===== src/rtl/txn_pkg.sv =====
package txn_pkg;

  typedef enum logic [2:0] {
    TS_SLEEP = 3'd0,
    TS_IDLE,
    TS_OSC,
    TS_SYN,
    TS_TXD,
    TS_ACKW,
    TS_RXW,
    TS_RXACK
  } txn_state_e;

  typedef struct packed {
    logic osc;
    logic syn;
    logic tx;
    logic rx;
  } pwr_t;

  function automatic logic at_rest(txn_state_e s);
    return (s == TS_SLEEP) || (s == TS_IDLE);
  endfunction

  function automatic pwr_t pwr_of(txn_state_e s);
    pwr_t p;
    p.osc = (s != TS_SLEEP);
    p.syn = !at_rest(s) && (s != TS_OSC);
    p.tx  = (s == TS_TXD) || (s == TS_RXACK);
    p.rx  = (s == TS_ACKW) || (s == TS_RXW);
    return p;
  endfunction

endpackage


===== src/rtl/txn_settle.sv =====
module txn_settle #(
  parameter bit USE_RDY = 1'b0,
  parameter int CYC     = 16
) (
  input  logic clk,
  input  logic rst_n,
  input  logic active,
  input  logic rdy,
  output logic done
);

  generate
    if (USE_RDY) begin : g_pin
      logic unused_clk;
      assign unused_clk = clk ^ rst_n;
      assign done = active & rdy;
    end else begin : g_cnt
      localparam int CW = (CYC > 1) ? $clog2(CYC) : 1;
      localparam logic [CW-1:0] LAST = CW'(CYC - 1);
      logic [CW-1:0] cnt;
      logic unused_rdy;

      function automatic logic hit_f(logic [CW-1:0] c);
        return c == LAST;
      endfunction

      assign unused_rdy = rdy;

      always_ff @(posedge clk or negedge rst_n) begin
        if (!rst_n)             cnt <= '0;
        else if (!active)       cnt <= '0;
        else if (!hit_f(cnt))   cnt <= cnt + 1'b1;
      end

      assign done = active & hit_f(cnt);
    end
  endgenerate

endmodule


===== src/rtl/txn_ack_timer.sv =====
module txn_ack_timer #(
  parameter int TW = 8
) (
  input  logic          clk,
  input  logic          rst_n,
  input  logic          active,
  input  logic [TW-1:0] limit,
  output logic          expired
);

  logic [TW-1:0] cnt;

  function automatic logic reached(logic [TW-1:0] c, logic [TW-1:0] l);
    return c == l;
  endfunction

  always_ff @(posedge clk or negedge rst_n) begin
    if (!rst_n)                   cnt <= '0;
    else if (!active)             cnt <= '0;
    else if (!reached(cnt, limit)) cnt <= cnt + 1'b1;
  end

  assign expired = active & reached(cnt, limit);

endmodule


===== src/rtl/ack_txn_seq.sv =====
module ack_txn_seq
  import txn_pkg::*;
#(
  parameter int LEN_W       = 6,
  parameter int TMO_W       = 8,
  parameter int OSC_CYC     = 16,
  parameter int SYN_CYC     = 8,
  parameter bit OSC_RDY_PIN = 1'b0,
  parameter bit SYN_RDY_PIN = 1'b1
) (
  input  logic             clk,
  input  logic             rst_n,
  input  logic             go_wr,
  input  logic             rx_mode,
  input  logic             end_sleep,
  input  logic [LEN_W-1:0] len_cfg,
  input  logic [TMO_W-1:0] ack_tmo_cfg,
  input  logic             osc_rdy,
  input  logic             syn_lock,
  input  logic             pkt_done,
  input  logic             pkt_valid,
  input  logic             pkt_is_ack,
  output logic             go_bit,
  output logic             busy,
  output logic             osc_en,
  output logic             syn_en,
  output logic             tx_on,
  output logic             rx_on,
  output logic             tx_buf_rd,
  output logic             send_data,
  output logic             send_ack,
  output logic             rx_keep,
  output logic [LEN_W-1:0] tx_len,
  output logic             txn_ok,
  output logic             txn_tmo
);

  txn_state_e       st, st_n, end_st;
  logic             go_q, dir_rx, ok_q, tmo_q, sd_q, sa_q;
  logic [LEN_W-1:0] len_q;
  logic [TMO_W-1:0] lim_q;
  pwr_t             pwr;

  // named internal events
  logic go_take, osc_done, syn_done, tmo_exp, ack_hit, tmo_fire, rx_hit;

  txn_settle #(.USE_RDY(OSC_RDY_PIN), .CYC(OSC_CYC)) u_osc (
    .clk(clk), .rst_n(rst_n), .active(st == TS_OSC), .rdy(osc_rdy), .done(osc_done)
  );

  txn_settle #(.USE_RDY(SYN_RDY_PIN), .CYC(SYN_CYC)) u_syn (
    .clk(clk), .rst_n(rst_n), .active(st == TS_SYN), .rdy(syn_lock), .done(syn_done)
  );

  txn_ack_timer #(.TW(TMO_W)) u_tmo (
    .clk(clk), .rst_n(rst_n), .active(st == TS_ACKW), .limit(lim_q), .expired(tmo_exp)
  );

  assign go_take  = at_rest(st) && go_q;
  assign ack_hit  = (st == TS_ACKW) && pkt_valid && pkt_is_ack;
  assign tmo_fire = tmo_exp && !ack_hit;
  assign rx_hit   = (st == TS_RXW) && pkt_valid && !pkt_is_ack;
  assign end_st   = end_sleep ? TS_SLEEP : TS_IDLE;

  always_comb begin
    st_n = st;
    unique case (st)
      TS_SLEEP, TS_IDLE: if (go_take || rx_mode) st_n = TS_OSC;
      TS_OSC:            if (osc_done) st_n = TS_SYN;
      TS_SYN:            if (syn_done) st_n = dir_rx ? TS_RXW : TS_TXD;
      TS_TXD:            if (pkt_done) st_n = TS_ACKW;
      TS_ACKW:           if (ack_hit || tmo_fire) st_n = end_st;
      TS_RXW: begin
        if (rx_hit)        st_n = TS_RXACK;
        else if (!rx_mode) st_n = end_st;
      end
      TS_RXACK:          if (pkt_done) st_n = TS_RXW;
      default:           st_n = TS_SLEEP;
    endcase
  end

  always_ff @(posedge clk or negedge rst_n) begin
    if (!rst_n) begin
      st     <= TS_SLEEP;
      go_q   <= 1'b0;
      dir_rx <= 1'b0;
      len_q  <= '0;
      lim_q  <= '0;
      ok_q   <= 1'b0;
      tmo_q  <= 1'b0;
      sd_q   <= 1'b0;
      sa_q   <= 1'b0;
    end else begin
      st <= st_n;
      if (go_take)                     go_q <= 1'b0;
      else if (go_wr && at_rest(st))   go_q <= 1'b1;
      if (at_rest(st) && st_n == TS_OSC) dir_rx <= !go_take;
      if (go_take) begin
        len_q <= len_cfg;
        lim_q <= ack_tmo_cfg;
        ok_q  <= 1'b0;
        tmo_q <= 1'b0;
      end
      if (ack_hit)  ok_q  <= 1'b1;
      if (tmo_fire) tmo_q <= 1'b1;
      sd_q <= (st_n == TS_TXD) && (st != TS_TXD);
      sa_q <= (st_n == TS_RXACK) && (st != TS_RXACK);
    end
  end

  assign pwr       = pwr_of(st);
  assign osc_en    = pwr.osc;
  assign syn_en    = pwr.syn;
  assign tx_on     = pwr.tx;
  assign rx_on     = pwr.rx;
  assign busy      = !at_rest(st);
  assign tx_buf_rd = (st == TS_TXD);
  assign send_data = sd_q;
  assign send_ack  = sa_q;
  assign rx_keep   = rx_hit;
  assign go_bit    = go_q;
  assign tx_len    = len_q;
  assign txn_ok    = ok_q;
  assign txn_tmo   = tmo_q;

endmodule


===== config.mk =====
export PLATFORM = sky130hd
export DESIGN_NAME = ack_txn_seq
export DESIGN_NICKNAME = d
export VERILOG_FILES = /design/src/rtl/txn_pkg.sv /design/src/rtl/txn_settle.sv /design/src/rtl/txn_ack_timer.sv /design/src/rtl/ack_txn_seq.sv
export SDC_FILE = /design/constraint.sdc
export NUM_CORES = 1
export LEC_CHECK = 0
export BUFFER_PORTS_ARGS = -buffer_cell sky130_fd_sc_hd__buf_2
export CAP_MARGIN = 20
export CORE_MARGIN = 2
export CORE_UTILIZATION = 50
export CTS_BUF_LIST = sky130_fd_sc_hd__clkbuf_2
export DETAILED_ROUTE_END_ITERATION = 6
export GPL_ROUTABILITY_DRIVEN = 0
export PLACE_DENSITY = 0.78
export SYNTH_ARGS = -nofsm -noshare
export SYNTH_HDL_FRONTEND = slang
export SYNTH_SLANG_ARGS = --single-unit

===== constraint.sdc =====
create_clock -name clk -period 1.41 [get_ports clk]
set_input_delay 0.3525 -clock clk [delete_from_list [all_inputs] [get_ports clk]]
set_output_delay 0.3525 -clock clk [all_outputs]
set_load 0.02 [all_outputs]

Word-level counts from Yosys, hierarchy flattened
Cells that the tools add are included.

Register bits after elaboration: 35. Input port bits: 24. Output and inout bits: 18.

$add $sub $neg: 2. Equality and inequality tests: 17. Muxes and demuxes: 20. Bitwise logic cells: 3. Reduce and logical (&&, ||, !) cells: 26.

Operators with widths (number): $mux W3 (8); $pmux W3 S7 (1); $eq A3 B3 Y1 const B (6); $mux W8 (2); $logic_and A1 B1 Y1 (11); $eq A3 B2 Y1 const B (3); $add A8 B1 Y8 const B (1); $eq A8 B8 Y1 (1); $mux W4 (2); $mux W1 (6); $ne A3 B3 Y1 const B (2); $reduce_bool A2 Y1 (3); $logic_or A1 B1 Y1 (5); $add A4 B1 Y4 const B (1); $eq A4 B4 Y1 const B (1); $logic_not A1 Y1 (4); $ne A2 B2 Y1 const B (2); $and A1 B1 Y1 (3); $eq A3 B1 Y1 const B (1); $logic_not A3 Y1 (1); $ne A3 B2 Y1 const B (1); $reduce_bool A3 Y1 (1); $mux W2 (1); $reduce_or A2 Y1 (1).

Depth between registers and ports, before layout
Depth in word-level cells: 10. Gate-level depth with buffers: 7.

Modules after synthesis
Synthesis repeated with hierarchy kept, for this count alone.

Cells, all modules: 205. Area total of the unflattened synthesis: 1880.6 um^2.

Modules (own cells, without submodules): ack_txn_seq (times used 1, cells each 120, area an instance 1088.5 um^2); txn_ack_timer (times used 1, cells each 64, area an instance 573.0 um^2); txn_settle at u_osc (times used 1, cells each 20, area an instance 212.7 um^2); txn_settle at u_syn (times used 1, cells each 1, area an instance 6.3 um^2).

Worst setup path after synthesis
OpenSTA, ideal clock, no wires.

Path type: register to register. From: register u_tmo.cnt[2]. To: register u_tmo.cnt[2]. Arrival time: 1305 ps. Path slack: -15 ps. Cell stages (with the launch flop): 6. Period minus slack after synthesis: 1425 ps. Cells stage by stage: dfrtp_1 xnor2_1 nand4_2 or2_1 buf_6 a31o_1.

Word-level cells in the longest chain between the ends: 3. Elaborated cells on any way between the ends: 5.

RTL lines: start: declaration (RTL line txn_ack_timer.sv:11) `logic [TW-1:0] cnt;`; start signal: assignment (RTL line txn_ack_timer.sv:18) `if (!rst_n) cnt <= '0;`; start signal: assignment (RTL line txn_ack_timer.sv:19) `else if (!active) cnt <= '0;`; $add A8 B1 Y8 (RTL line txn_ack_timer.sv:20) `else if (!reached(cnt, limit)) cnt <= cnt + 1'b1;`; $mux W8 (RTL line txn_ack_timer.sv:20); $mux W8 (RTL line txn_ack_timer.sv:19).

Several ways; a longest one is shown, not always the timed one. The select of a mux whose other input is x is not followed. A chain may end at the register's enable or synchronous reset.

Final worst setup path
From: register st[0]. To: register st[0].

Word-level cells in the longest chain between the ends: 8. Elaborated cells on any way between the ends: 31.

RTL lines: start: declaration (RTL line ack_txn_seq.sv:38) `txn_state_e st, st_n, end_st;`; start signal: assignment (RTL line ack_txn_seq.sv:94) `st <= st_n;`; $eq A3 B3 Y1 (RTL line ack_txn_seq.sv:56, ack_txn_seq.sv:60, ack_txn_seq.sv:67); $logic_and A1 B1 Y1 (2 in series) (RTL line ack_txn_seq.sv:60) `assign ack_hit = (st == TS_ACKW) && pkt_valid && pkt_is_ack;`; $logic_not A1 Y1 (RTL line ack_txn_seq.sv:61) `assign tmo_fire = tmo_exp && !ack_hit;`; $logic_and A1 B1 Y1 (RTL line ack_txn_seq.sv:61); $logic_or A1 B1 Y1 (RTL line ack_txn_seq.sv:72) `TS_ACKW: if (ack_hit || tmo_fire) st_n = end_st;`; $mux W3 (RTL line ack_txn_seq.sv:72); $pmux W3 S7 * (RTL line ack_txn_seq.sv:67) `unique case (st)`; via st_n[0] (RTL line ack_txn_seq.sv:38).

Mark *: on every way through the listed nets, which the timed path passes. The rest lies on a longest branch.

==> metrics.md <==
| Metric | Value |
|---|---|
| Outcome | complete, but fails checks |
| Failing checks | negative setup slack |
| Dpl hpwl | 2.85 mm |
| Most frequent cells in the layout | nand2_1 (53), buf_4 (37), dfrtp_1 (32) |
| Max_cap viols | 0 |
| WHS | 108 ps |
| Pin count of the biggest net entering global routing | 23 |
| Htree depth | 2 |
| Drt via density | 5.48 |
| Worst endpoint required time | 1700 ps |
| TritonCTS Sinks | 35 |
| Final wirelength | 5.39 mm |
| Main area contributors after synthesis | dfrtp_1 (50%), nand2_1 (12%), xnor2_1 (6.0%), nor2_1 (4.1%), nand2b_1 (2.1%) |
| Post-Route Skew | 39.4 ps |
| Vias post-DR | 1,782 |
| Static Leak | 1.30 nW |
| Clock Path Buffers | 2 |
| Number of routed nets with antenna violations | 0 |
| Mux contribution to synthesized area | 2.35% |
| Clock transition at the registers of the reported paths | 210 ps |
| Number of buffers created by CTS | 5 |
| Final setup fails | 18 |
| Gr usage total | 24.9% |
| Commonest non-fill, non-tap cell in the layout | nand2_1 |
| Dpl cell area | 2160 sq um |
| First-pass iteration count of the detailed router | 4 |
| Xor and xnor fraction of the mapped netlist area | 5.98% |
| Vias in the first global route | 1,659 |
| DRC errors left | 0 |
| Seq cells post-synth | 35 |
| Design Area, Final | 2710 sq um |
| Tmin final | 1870 ps |
| Synth Area in Adders | 1.42% |
| Gr ovfl total | 0 |
| Fin. max-slew vios | 0 |
| Cells after synthesis | 190 |
| Worst VDD drop | 1.15 mV |
| Flop-to-flop setup slack | -460 ps |
| Clk_lat worst skew | 420 ps |
| Global-route wire length before repair | 7.52 mm |
| Die W | 63.3 um |
| Placement Setup Slack | -210 ps |
| DIE AREA | 4000 sq um |
| Least-Margin Pin Slew | 371 ps |
| Mapped Area | 1760 sq um |
| Synth Area in Simple Gates | 26.5% |
| PortBufs | 40 |
| Critical path class | flip-flop to flip-flop |
| Slew HR | 74.9% |
| Worst endpoint data arrival time | 2160 ps |
| Period utilization | 133% |
| Crit. End Element | flip-flop |
| Worst min-delay path class | input pin to flip-flop |
| Yosys cell types | 41 |
| Syn_area_per_cell | 9.25 sq um |
| Wire length per cell | 16.6 um |
| CTS tree | yes |
| Starting DRT DRC Count | 141 |
| Synth-to-Final Area Change | 54.3% |
| Row cnt | 21 |
| Share of cells above drive strength 1 | 48.4% |
| Root buffer cell | clkbuf_2 |
| Pwr dens | 1640 nW/um^2 |
| Largest family of logic cells by synthesized area | simple AND/OR/NAND/NOR gates |
| Crit-path max FO | 6 |
| Post-Syn Nets | 216 |
| Startpoint types | flip-flop |
| Final hold vios | 0 |
| Initial antenna violation count | 0 |
| Ant. Diodes | 0 |
| Die Y | 63.3 um |
| Initial core utilization | 52.2% |
| YS warnings | 0 |
| Core footprint | 3360 sq um |
| Setup WS post-layout | -461 ps |
| Fmax | 535 MHz |
| Unrepaired setup endpoints after global routing | yes |
| Number of top-level pins | 42 |
| Register area share after synthesis | 49.9% |
| Largest area contributor in the netlist | dfrtp_1 |
| Area share of the largest cell type after synthesis | 49.9% |
| Synth Area in Compound Gates | 11.0% |
| Fin nets | 304 |
[path summary, 6_finish.rpt]
check                                     from        end  cells past startpoint
worst max register to register           st[0]      st[0]                      8
worst min register to register          dir_rx  send_data                      1
min in group asynchronous                rst_n   lim_q[5]                      2
worst max-delay path                     st[0]      st[0]                      8
max in group asynchronous                rst_n      st[1]                      3
worst min-delay path            ack_tmo_cfg[3]   lim_q[3]                      3
[report_power, final]
group,switching (mW),internal [mW]
combinational,1.12,1.18
sequential,0.295,1.33
clock,0.393,0.127
[flip-flops by register name, indices dropped and copies added, names as in the netlist]
signal,count
lim_q,8
u_tmo.cnt,8
tx_len,6
u_osc.g_cnt.cnt,4
st,3
dir_rx,1
go_bit,1
send_ack,1
send_data,1
txn_ok,1
txn_tmo,1
[metal layers]
layer / vias up / track usage, % / share of wire (%)
met1: 864 / 29.5 / 41
met5: - / 0 / 0
met4: 0 / 13.0 / 4.8
met2: 74 / 42.6 / 49
li1: 812 / - / -
met3: 32 / 5.54 / 5.9
[stage by stage]
stage | utilization, % | power, mW | instances | setup TNS [ps]
floorplan | - | 2.54 | 190 | 0
global placement | 64.2 | 2.99 | 290 | -254
detailed placement | 64.2 | 3.06 | 290 | -790
CTS | 73.3 | 3.98 | 313 | -2750
global route | 80.6 | 4.71 | 325 | -5270
finish | 80.6 | 4.45 | 325 | -4270
[area by class of cell]
cell class	instances	area, sq um
multi-input combinational	146	1010
sequential	35	880
timing repair buffer	89	707
fill	202	652
tap	46	57.6
clock buffer	5	25.0
clock inverter	3	25.0
inverter	1	3.75
[synth_stat cells, drive strengths merged]
cell	n
buf	6
mux2	1
or2	1
a2111oi	1
ha	2
nor2	19
nor2b	4
nor4b	1
and2	4
a31oi	1
a31o	1
a211oi	1
or3b	1
a21oi	7
o21bai	1
o31ai	3
nor3	2
o311ai	1
inv	1
dfrtp	35
nand3	4
a21boi	1
mux2i	3
nand4	2
o32a	1
o41ai	1
o2111ai	1
o21ai	1
nand2	57
xnor2	12
nor3b	1
or3	1
nand2b	6
clkbuf	2
o211ai	2
a32o	1
a22o	1
[logic make-up after synthesis]
group,after synthesis
AO/OA/AOI/OAI,25
multiplexers,4
flip-flops,35
buffers and inverters,9
XOR/XNOR,12
AND/OR/NAND/NOR,103
adder cells (fa/ha/maj),2
[critical path, cell delays in order (launching register included)]
cell	delay, ps
dfrtp_2	490
buf_4	150
buf_6	100
buf_6	100
buf_4	130
a211oi_2	200
a21oi_1	100
a2111oi_2	370
a21boi_1	130
[repair_timing]
item,4_1_cts,5_1_grt
pin swaps,12,17
hold buffers,1,0
hold endpoints to repair,13,0
setup buffers,14,12
endpoints found under the setup margin,23,35
resized for setup,35,38
Note: power is estimated with default switching activity, not from simulation.
